`src/rtl/dpf_pkg.sv`:
```
package dpf_pkg;

    // Occupancy of the two data-set slots, with write and age order encoded
    typedef enum logic [2:0] {
        SET_NONE_W0   = 3'd0,
        SET_NONE_W1   = 3'd1,
        SET_ONLY0     = 3'd2,
        SET_ONLY1     = 3'd3,
        SET_BOTH_OLD0 = 3'd4,
        SET_BOTH_OLD1 = 3'd5
    } set_state_e;

    localparam int BYTE_W = 8;

endpackage

```
`src/rtl/dpf_byte_store.sv`:
```
module dpf_byte_store #(
    parameter int DEPTH = 64,
    parameter int AW    = $clog2(DEPTH)
) (
    input  logic                      clk,
    input  logic                      wr_en,
    input  logic [AW-1:0]             wr_addr,
    input  logic [dpf_pkg::BYTE_W-1:0] wr_data,
    input  logic [AW-1:0]             rd_addr,
    output logic [dpf_pkg::BYTE_W-1:0] rd_data
);

    logic [dpf_pkg::BYTE_W-1:0] mem [DEPTH];

    always_ff @(posedge clk) begin
        if (wr_en) begin
            mem[wr_addr] <= wr_data;
        end
    end

    assign rd_data = mem[rd_addr];

endmodule

```
`src/rtl/dpf_pointers.sv`:
```
module dpf_pointers #(
    parameter int DEPTH = 64,
    parameter int AW    = $clog2(DEPTH),
    parameter int PW    = AW + 1
) (
    input  logic          clk,
    input  logic          rst_n,
    input  logic          clr,
    input  logic          wr_req,
    input  logic          rd_req,
    input  logic          rewind,
    input  logic          retire,
    input  logic          sets_avail,
    output logic [AW-1:0] wr_addr,
    output logic [AW-1:0] rd_addr,
    output logic          full,
    output logic          wr_accept
);

    logic [PW-1:0] wr_ptr;
    logic [PW-1:0] rd_ptr;
    logic [PW-1:0] rd_mark;
    logic [PW-1:0] span;
    logic          rd_step;

    assign span      = wr_ptr - rd_mark;
    assign full      = (span == PW'(DEPTH));
    assign wr_accept = wr_req && !full;
    assign rd_step   = rd_req && sets_avail && !rewind;
    assign wr_addr   = wr_ptr[AW-1:0];
    assign rd_addr   = rd_ptr[AW-1:0];

    always_ff @(posedge clk) begin
        if (!rst_n || clr) begin
            wr_ptr  <= '0;
            rd_ptr  <= '0;
            rd_mark <= '0;
        end else begin
            if (wr_accept) begin
                wr_ptr <= wr_ptr + 1'b1;
            end
            if (rewind) begin
                rd_ptr <= rd_mark;
            end else if (rd_step) begin
                rd_ptr <= rd_ptr + 1'b1;
            end
            if (retire) begin
                rd_mark <= rd_ptr;
            end
        end
    end


    rewind_to_mark_chk: assert property (@(posedge clk) disable iff (!rst_n)
        (rewind && !clr) |=> (rd_ptr == $past(rd_mark)));


    full_write_hold_chk: assert property (@(posedge clk) disable iff (!rst_n)
        (wr_req && full && !clr) |=> (wr_ptr == $past(wr_ptr)));


    span_bound_chk: assert property (@(posedge clk) disable iff (!rst_n)
        span <= PW'(DEPTH));


    idle_read_chk: assert property (@(posedge clk) disable iff (!rst_n)
        (!sets_avail && !rewind && !clr) |=> $stable(rd_ptr));

endmodule

```
`src/rtl/dpf_set_fsm.sv`:
```
module dpf_set_fsm
    import dpf_pkg::*;
#(
    parameter int CNT_W = 10
) (
    input  logic             clk,
    input  logic             rst_n,
    input  logic             clr,
    input  logic             commit_req,
    input  logic [CNT_W-1:0] commit_cnt,
    input  logic             retire,
    output logic [1:0]       flags,
    output logic             sets_avail,
    output logic             both_full,
    output logic             commit_accept,
    output logic [CNT_W-1:0] head_cnt
);

    set_state_e       state;
    set_state_e       state_nx;
    logic             wr_slot;
    logic             rd_slot;
    logic [CNT_W-1:0] cnt_ring [2];

    assign commit_accept = commit_req && !both_full;

    // state register
    always_ff @(posedge clk) begin
        if (!rst_n) begin
            state <= SET_NONE_W0;
        end else begin
            state <= state_nx;
        end
    end

    // transitions
    always_comb begin
        state_nx = state;
        if (clr) begin
            state_nx = SET_NONE_W0;
        end else begin
            unique case (state)
                SET_NONE_W0: if (commit_accept) state_nx = SET_ONLY0;
                SET_NONE_W1: if (commit_accept) state_nx = SET_ONLY1;
                SET_ONLY0: begin
                    if (commit_accept && retire)  state_nx = SET_ONLY1;
                    else if (commit_accept)       state_nx = SET_BOTH_OLD0;
                    else if (retire)              state_nx = SET_NONE_W1;
                end
                SET_ONLY1: begin
                    if (commit_accept && retire)  state_nx = SET_ONLY0;
                    else if (commit_accept)       state_nx = SET_BOTH_OLD1;
                    else if (retire)              state_nx = SET_NONE_W0;
                end
                SET_BOTH_OLD0: if (retire) state_nx = SET_ONLY1;
                SET_BOTH_OLD1: if (retire) state_nx = SET_ONLY0;
                default: state_nx = SET_NONE_W0;
            endcase
        end
    end

    // outputs
    always_comb begin
        flags   = 2'b00;
        wr_slot = 1'b0;
        rd_slot = 1'b0;
        unique case (state)
            SET_NONE_W0:   begin flags = 2'b00; wr_slot = 1'b0; rd_slot = 1'b0; end
            SET_NONE_W1:   begin flags = 2'b00; wr_slot = 1'b1; rd_slot = 1'b1; end
            SET_ONLY0:     begin flags = 2'b01; wr_slot = 1'b1; rd_slot = 1'b0; end
            SET_ONLY1:     begin flags = 2'b10; wr_slot = 1'b0; rd_slot = 1'b1; end
            SET_BOTH_OLD0: begin flags = 2'b11; wr_slot = 1'b0; rd_slot = 1'b0; end
            SET_BOTH_OLD1: begin flags = 2'b11; wr_slot = 1'b1; rd_slot = 1'b1; end
            default:       begin flags = 2'b00; wr_slot = 1'b0; rd_slot = 1'b0; end
        endcase
    end

    assign sets_avail = (flags != 2'b00);
    assign both_full  = (flags == 2'b11);

    always_ff @(posedge clk) begin
        if (!rst_n) begin
            cnt_ring[0] <= '0;
            cnt_ring[1] <= '0;
        end else if (commit_accept && !clr) begin
            cnt_ring[wr_slot] <= commit_cnt;
        end
    end

    assign head_cnt = sets_avail ? cnt_ring[rd_slot] : '0;


    fill_order_chk: assert property (@(posedge clk) disable iff (!rst_n)
        (flags == 2'b00) |=> (flags != 2'b11));


    drain_order_chk: assert property (@(posedge clk) disable iff (!rst_n)
        (both_full && retire && !clr) |=> ($countones(flags) == 1));


    full_commit_chk: assert property (@(posedge clk) disable iff (!rst_n)
        (both_full && commit_req && !retire && !clr) |=> (flags == 2'b11));

endmodule

```
`src/rtl/dpf_tx_fifo.sv`:
```
module dpf_tx_fifo #(
    parameter int DEPTH = 64,
    parameter int CNT_W = 10
) (
    input  logic             clk,
    input  logic             rst_n,
    input  logic             cpu_wr,
    input  logic [7:0]       cpu_wdata,
    input  logic             cpu_commit,
    input  logic [CNT_W-1:0] cpu_count,
    input  logic             fifo_clr,
    input  logic             auto_retire,
    input  logic             mark_adv,
    input  logic             usb_rd,
    input  logic             usb_ok,
    input  logic             usb_fail,
    output logic [7:0]       usb_rdata,
    output logic [1:0]       set_flags,
    output logic             set_empty,
    output logic             overrun,
    output logic [CNT_W-1:0] head_count
);

    localparam int AW = $clog2(DEPTH);
    localparam int PW = AW + 1;

    logic [AW-1:0] wr_addr;
    logic [AW-1:0] rd_addr;
    logic          full;
    logic          wr_accept;
    logic          sets_avail;
    logic          both_full;
    logic          commit_accept;
    logic          retire;

    assign retire = sets_avail && !usb_fail && ((usb_ok && auto_retire) || mark_adv);

    dpf_byte_store #(.DEPTH(DEPTH), .AW(AW)) u_store (
        .clk     (clk),
        .wr_en   (wr_accept && !fifo_clr),
        .wr_addr (wr_addr),
        .wr_data (cpu_wdata),
        .rd_addr (rd_addr),
        .rd_data (usb_rdata)
    );

    dpf_pointers #(.DEPTH(DEPTH), .AW(AW), .PW(PW)) u_ptrs (
        .clk        (clk),
        .rst_n      (rst_n),
        .clr        (fifo_clr),
        .wr_req     (cpu_wr),
        .rd_req     (usb_rd),
        .rewind     (usb_fail),
        .retire     (retire),
        .sets_avail (sets_avail),
        .wr_addr    (wr_addr),
        .rd_addr    (rd_addr),
        .full       (full),
        .wr_accept  (wr_accept)
    );

    dpf_set_fsm #(.CNT_W(CNT_W)) u_sets (
        .clk           (clk),
        .rst_n         (rst_n),
        .clr           (fifo_clr),
        .commit_req    (cpu_commit),
        .commit_cnt    (cpu_count),
        .retire        (retire),
        .flags         (set_flags),
        .sets_avail    (sets_avail),
        .both_full     (both_full),
        .commit_accept (commit_accept),
        .head_cnt      (head_count)
    );

    assign set_empty = !sets_avail;

    always_ff @(posedge clk) begin
        if (!rst_n || fifo_clr) begin
            overrun <= 1'b0;
        end else if ((cpu_wr && full) || (cpu_commit && both_full)) begin
            overrun <= 1'b1;
        end
    end


    overrun_sticky_chk: assert property (@(posedge clk) disable iff (!rst_n)
        (overrun && !fifo_clr) |=> overrun);


    clear_state_chk: assert property (@(posedge clk) disable iff (!rst_n)
        fifo_clr |=> (set_empty && !overrun && set_flags == 2'b00));


    commit_overrun_chk: assert property (@(posedge clk) disable iff (!rst_n)
        (cpu_commit && !commit_accept && !fifo_clr) |=> overrun);

endmodule

```
`config.mk`:
```
export PLATFORM = sky130hd
export DESIGN_NAME = dpf_tx_fifo
export DESIGN_NICKNAME = d
export VERILOG_FILES = /design/src/rtl/dpf_pkg.sv /design/src/rtl/dpf_byte_store.sv /design/src/rtl/dpf_pointers.sv /design/src/rtl/dpf_set_fsm.sv /design/src/rtl/dpf_tx_fifo.sv
export SDC_FILE = /design/constraint.sdc
export NUM_CORES = 1
export LEC_CHECK = 0
export BUFFER_PORTS_ARGS = -buffer_cell sky130_fd_sc_hd__buf_2
export CAP_MARGIN = 20
export CORE_ASPECT_RATIO = 0.6
export CORE_MARGIN = 1
export CORE_UTILIZATION = 40
export DETAILED_ROUTE_END_ITERATION = 16
export HOLD_SLACK_MARGIN = 0.02
export MAX_ROUTING_LAYER = met4
export RECOVER_POWER = 50
export SLEW_MARGIN = 5
export SYNTH_ARGS = -nofsm -noshare
export SYNTH_HDL_FRONTEND = slang
export SYNTH_SLANG_ARGS = --single-unit
```
`constraint.sdc`:
```
create_clock -name clk -period 3.7 [get_ports clk]
set_clock_uncertainty 0.05 [all_clocks]
set_input_delay 0.74 -clock clk [delete_from_list [all_inputs] [get_ports clk]]
set_output_delay 0.74 -clock clk [all_outputs]
set_load 0.005 [all_outputs]
```
==> metrics.md <==
| Metric | Value |
|---|---|
| Worst slew margin | -105.6% |
| Yosys top cell area share | 71.69% |
| Main synth FF type | edfxtp_1 |
| Routability congestion estimate | 0.8717 |
| Diodes inserted | 0 |
| Final WS setup | -49.24 ps |
| Vias in the first global route | 11940 |
| Slowest-stage cell, CP | mux4_2 |
| Max FO, Critical Path | 6 |
| Seq pwr share | 55.0% |
| # placed instances | 2031 |
| Sequential fraction of the synthesis area | 74.48% |
| Async set-reset flop share out of synthesis | 0% |
| Die X | 306.7 µm |
| CTS buffer count | 52 |
| CTS Sinks | 563 |
| Cell chain of the critical path | buf_12, buf_16, mux4_2, a22o_1, a221oi_2, buf_4, nor3_2, a311o_1, buf_2 |
| WL/cell | 25.91 µm |
| Synth-to-layout area growth | 18.63% |
| WP data arrival | 2960 ps |
| Initial core utilization | 40.82% |
| Die area | 56690 µm² |
| DPL Wire Length | 35680 µm |
| Top delay family on crit path | compound AO/OA/AOI/OAI gates |
| Post-Layout Cell Count | 2152 |
| Failing checks | max-capacitance violations, max-slew violations, negative setup slack |
| PortBufs | 49 |
| Critical path startpoint category | register |
| Hold Vio Cnt, Final | 0 |
| HP Class | in -> reg |
| Drt first pass iters | 6 |
| Grt ovf | 0 |
| Synth Warn # | 0 |
| Detailed-route DRC error count | 0 |
| Post-DR vias/cell | 5.610 |
| Routed Antenna Nets | 0 |
| Clock Tree Buf Depth | 3 |
| Critical path class | reg -> out |
| Leak Pwr | 8.337 nW |
| Max incr delay on CP | 490 ps |
| Post-synthesis register bit count | 563 |
| Final min period | 3749 ps |
| Top-Level Pins | 50 |
| Unique masters post-synth | 53 |
| Skew-Pair Late Insertion Delay | 570 ps |
| Row count | 66 |
| EDFF count, synth | 532 |
| Final cycle utilization of the critical path | 101.3% |
| Worst hold margin | 410.8 ps |
| Status | complete, but fails checks |
| DR iter-0 viols | 1285 |
| Pwr dens | 481.7 nW/µm² |
| Cell taking the most area after synthesis | edfxtp_1 |
| Setup Viol. Count Final | 4 |
| Slew Viols, Final | 403 |
| Placeable Area | 54580 µm² |
| Syn_nets | 1202 |
| Peak Freq | 266.7 MHz |
| Reg2Reg Setup Slack | 210 ps |
| Share of layout cells above drive strength 1 | 30.56% |
| Psw | 2.630 mW |
| Layout Nets | 1398 |
| Sw Ratio | 20.65% |
| Clk pwr share | 42.0% |
| Max Cap Viol | 10 |
| Gate power share | 3.0% |
| Via Count | 12070 |
| Mapped cell area | 22280 µm² |
| Worst path buffer plus inverter count | 4 |
| First-pass GRT wire length | 81470 µm |
| Largest net degree at the start of global routing | 65 |
| Ranking of synthesized cells by area | edfxtp_1 (72%), mux4_2 (13%), dfxtp_1 (2.8%) |
| Total GRT Usage | 20.44% |
| Mapped Cells | 1166 |
| Initial antenna violation count | 0 |
| TritonCTS clock tree | yes |
| Filler Cells Inserted | 4505 |
| H-tree depth | 2 |
| Internal power | 10.10 mW |
| Slew at the pin with the worst max-slew slack | 3084 ps |
| Post-synthesis average cell area | 19.11 µm² |
| VDD IR max | 385.4 µV |
| Routed Wire Length | 55770 µm |
| Die Span Y | 184.8 µm |
| Clock Pin Slew Worst Setup and Hold Paths | 60 ps |
| Worst Setup End Kind | primary output |
| Root buffer cell | clkbuf_16 |
| Worst endpoint required time | 2910 ps |
| RSZ-0062 raised after global routing | yes |
-- Yosys cell counts (4+ instances only) --
cell type,instances
and2_1,27
xnor2_1,8
nor3_1,18
edfxtp_1,532
nand2_1,26
a22oi_1,8
buf_4,6
nand2b_1,14
inv_1,13
buf_6,5
or3_1,8
a211oi_1,12
ha_1,8
o21ai_0,13
clkbuf_1,26
mux2i_1,18
buf_2,18
mux4_2,127
nor3b_1,7
a22o_1,7
nor2_1,108
nor2b_1,9
nand4_1,6
o32ai_1,6
a21oi_1,21
a221oi_1,7
o21bai_1,4
buf_1,4
o22ai_1,25
xor2_1,4
nand3_1,8
dfxtp_1,31
-- metrics by stage --
| step | setup WS [ps] | power, mW | cell area (µm²) | util (%) | setup TNS [ps] |
|---|---|---|---|---|---|
| 2_1_floorplan | 801.0 | 7.278 | 22280 | - | 0 |
| 3_3_place_gp | 82.34 | 7.490 | 24190 | 44.32 | 0 |
| 3_5_place_dp | 119.7 | 7.500 | 24190 | 44.32 | 0 |
| 6_report | -49.24 | 12.74 | 26440 | 48.43 | -78.85 |
| 5_1_grt | -116.0 | 13.08 | 26440 | 48.43 | -548.4 |
| 4_1_cts | -68.99 | 12.83 | 26440 | 48.43 | -180.0 |
-- power by group through the flow --
stage / logic (mW) / registers, mW / clock network, mW
after floorplan: 0.149 / 7.13 / 0
after detailed placement: 0.362 / 7.14 / 0
final: 0.381 / 7.01 / 5.35
after global placement: 0.353 / 7.14 / 0
after CTS: 0.382 / 7.00 / 5.45
after global routing: 0.409 / 7.00 / 5.67
-- timing repair --
action | in CTS | in global routing
pin swaps | 13 | 5
gates cloned | 2 | 0
setup endpoints to repair | 8 | 8
hold buffers | 0 | 0
resized for setup | 40 | 14
setup buffers | 22 | 2
endpoints found under the hold margin | 0 | 0
-- state kept, by name (all words and copies together), names as in the netlist, named ones only --
| name | flops |
|---|---|
| u_ptrs.rd_ptr | 7 |
| u_sets.state | 3 |
| overrun | 1 |
| u_ptrs.rd_mark | 7 |
| u_store.mem | 512 |
| u_sets.cnt_ring | 20 |
| u_ptrs.wr_ptr | 7 |
-- placed cells by master, fill, tap and decap left out, types with 6 or more instances in the layout --
cell type,instances
mux4_2,129
a211oi_1,7
nand2b_1,14
buf_12,12
nand2_1,25
inv_1,13
o21ai_0,13
a21oi_1,21
o22ai_1,19
buf_4,118
nand3_1,8
ha_1,8
nor3b_1,6
clkbuf_16,52
nor2b_1,9
a22oi_1,7
or3_1,7
clkbuf_1,34
clkinv_2,7
buf_2,42
edfxtp_1,532
xnor2_1,8
and2_0,11
nor3_1,15
mux2i_1,18
nand4_1,6
o22ai_2,6
and2_1,16
dfxtp_1,27
nor2_1,107
-- layout make-up --
cell class                 count  area [µm²]  share of cell area (%)
clock buffer                  68        1371                   5.187
timing repair buffer         202        1628                   6.158
clock inverter                28       315.3                   1.193
inverter                      13       48.80                  0.1846
sequential                   563       16610                   62.83
multi-input combinational    530        5528                   20.91
tap                          748       935.9                   3.540
-- final timing paths --
path,from,to,depth (start not counted)
worst max register to register,u_ptrs.wr_ptr[5]$_SDFFE_PP0P_,u_store.mem[55][3]$_DFFE_PP_,8
worst min-delay path,cpu_count[8],u_sets.cnt_ring[1][8]$_SDFFCE_PN0P_,2
worst min register to register,overrun$_SDFFE_PP0P_,overrun$_SDFFE_PP0P_,2
worst max-delay path,register,usb_rdata[4],9
-- logic make-up after synthesis --
logic type	count (synthesis)	share of synthesized area, %
DFF	563	74.48
and+or+nand+nor	242	5.222
xor gates and xnor gates	12	0.4716
adders and majority gates	8	0.4492
muxes	148	13.93
buffers and inverters	73	1.673
AOI/OAI and AO/OA	120	3.779
-- per-layer routing --
metal | vias up | global-route usage (%) | share of wire [%]
li1 | 5133 | - | -
met1 | 6361 | 31.72 | 47
met2 | 509 | 28.04 | 42
met3 | 69 | 4.130 | 9.1
met4 | 0 | 3.180 | 1.3
met5 | - | - | 0
No activity file was read; power rests on OpenSTA's default activity.
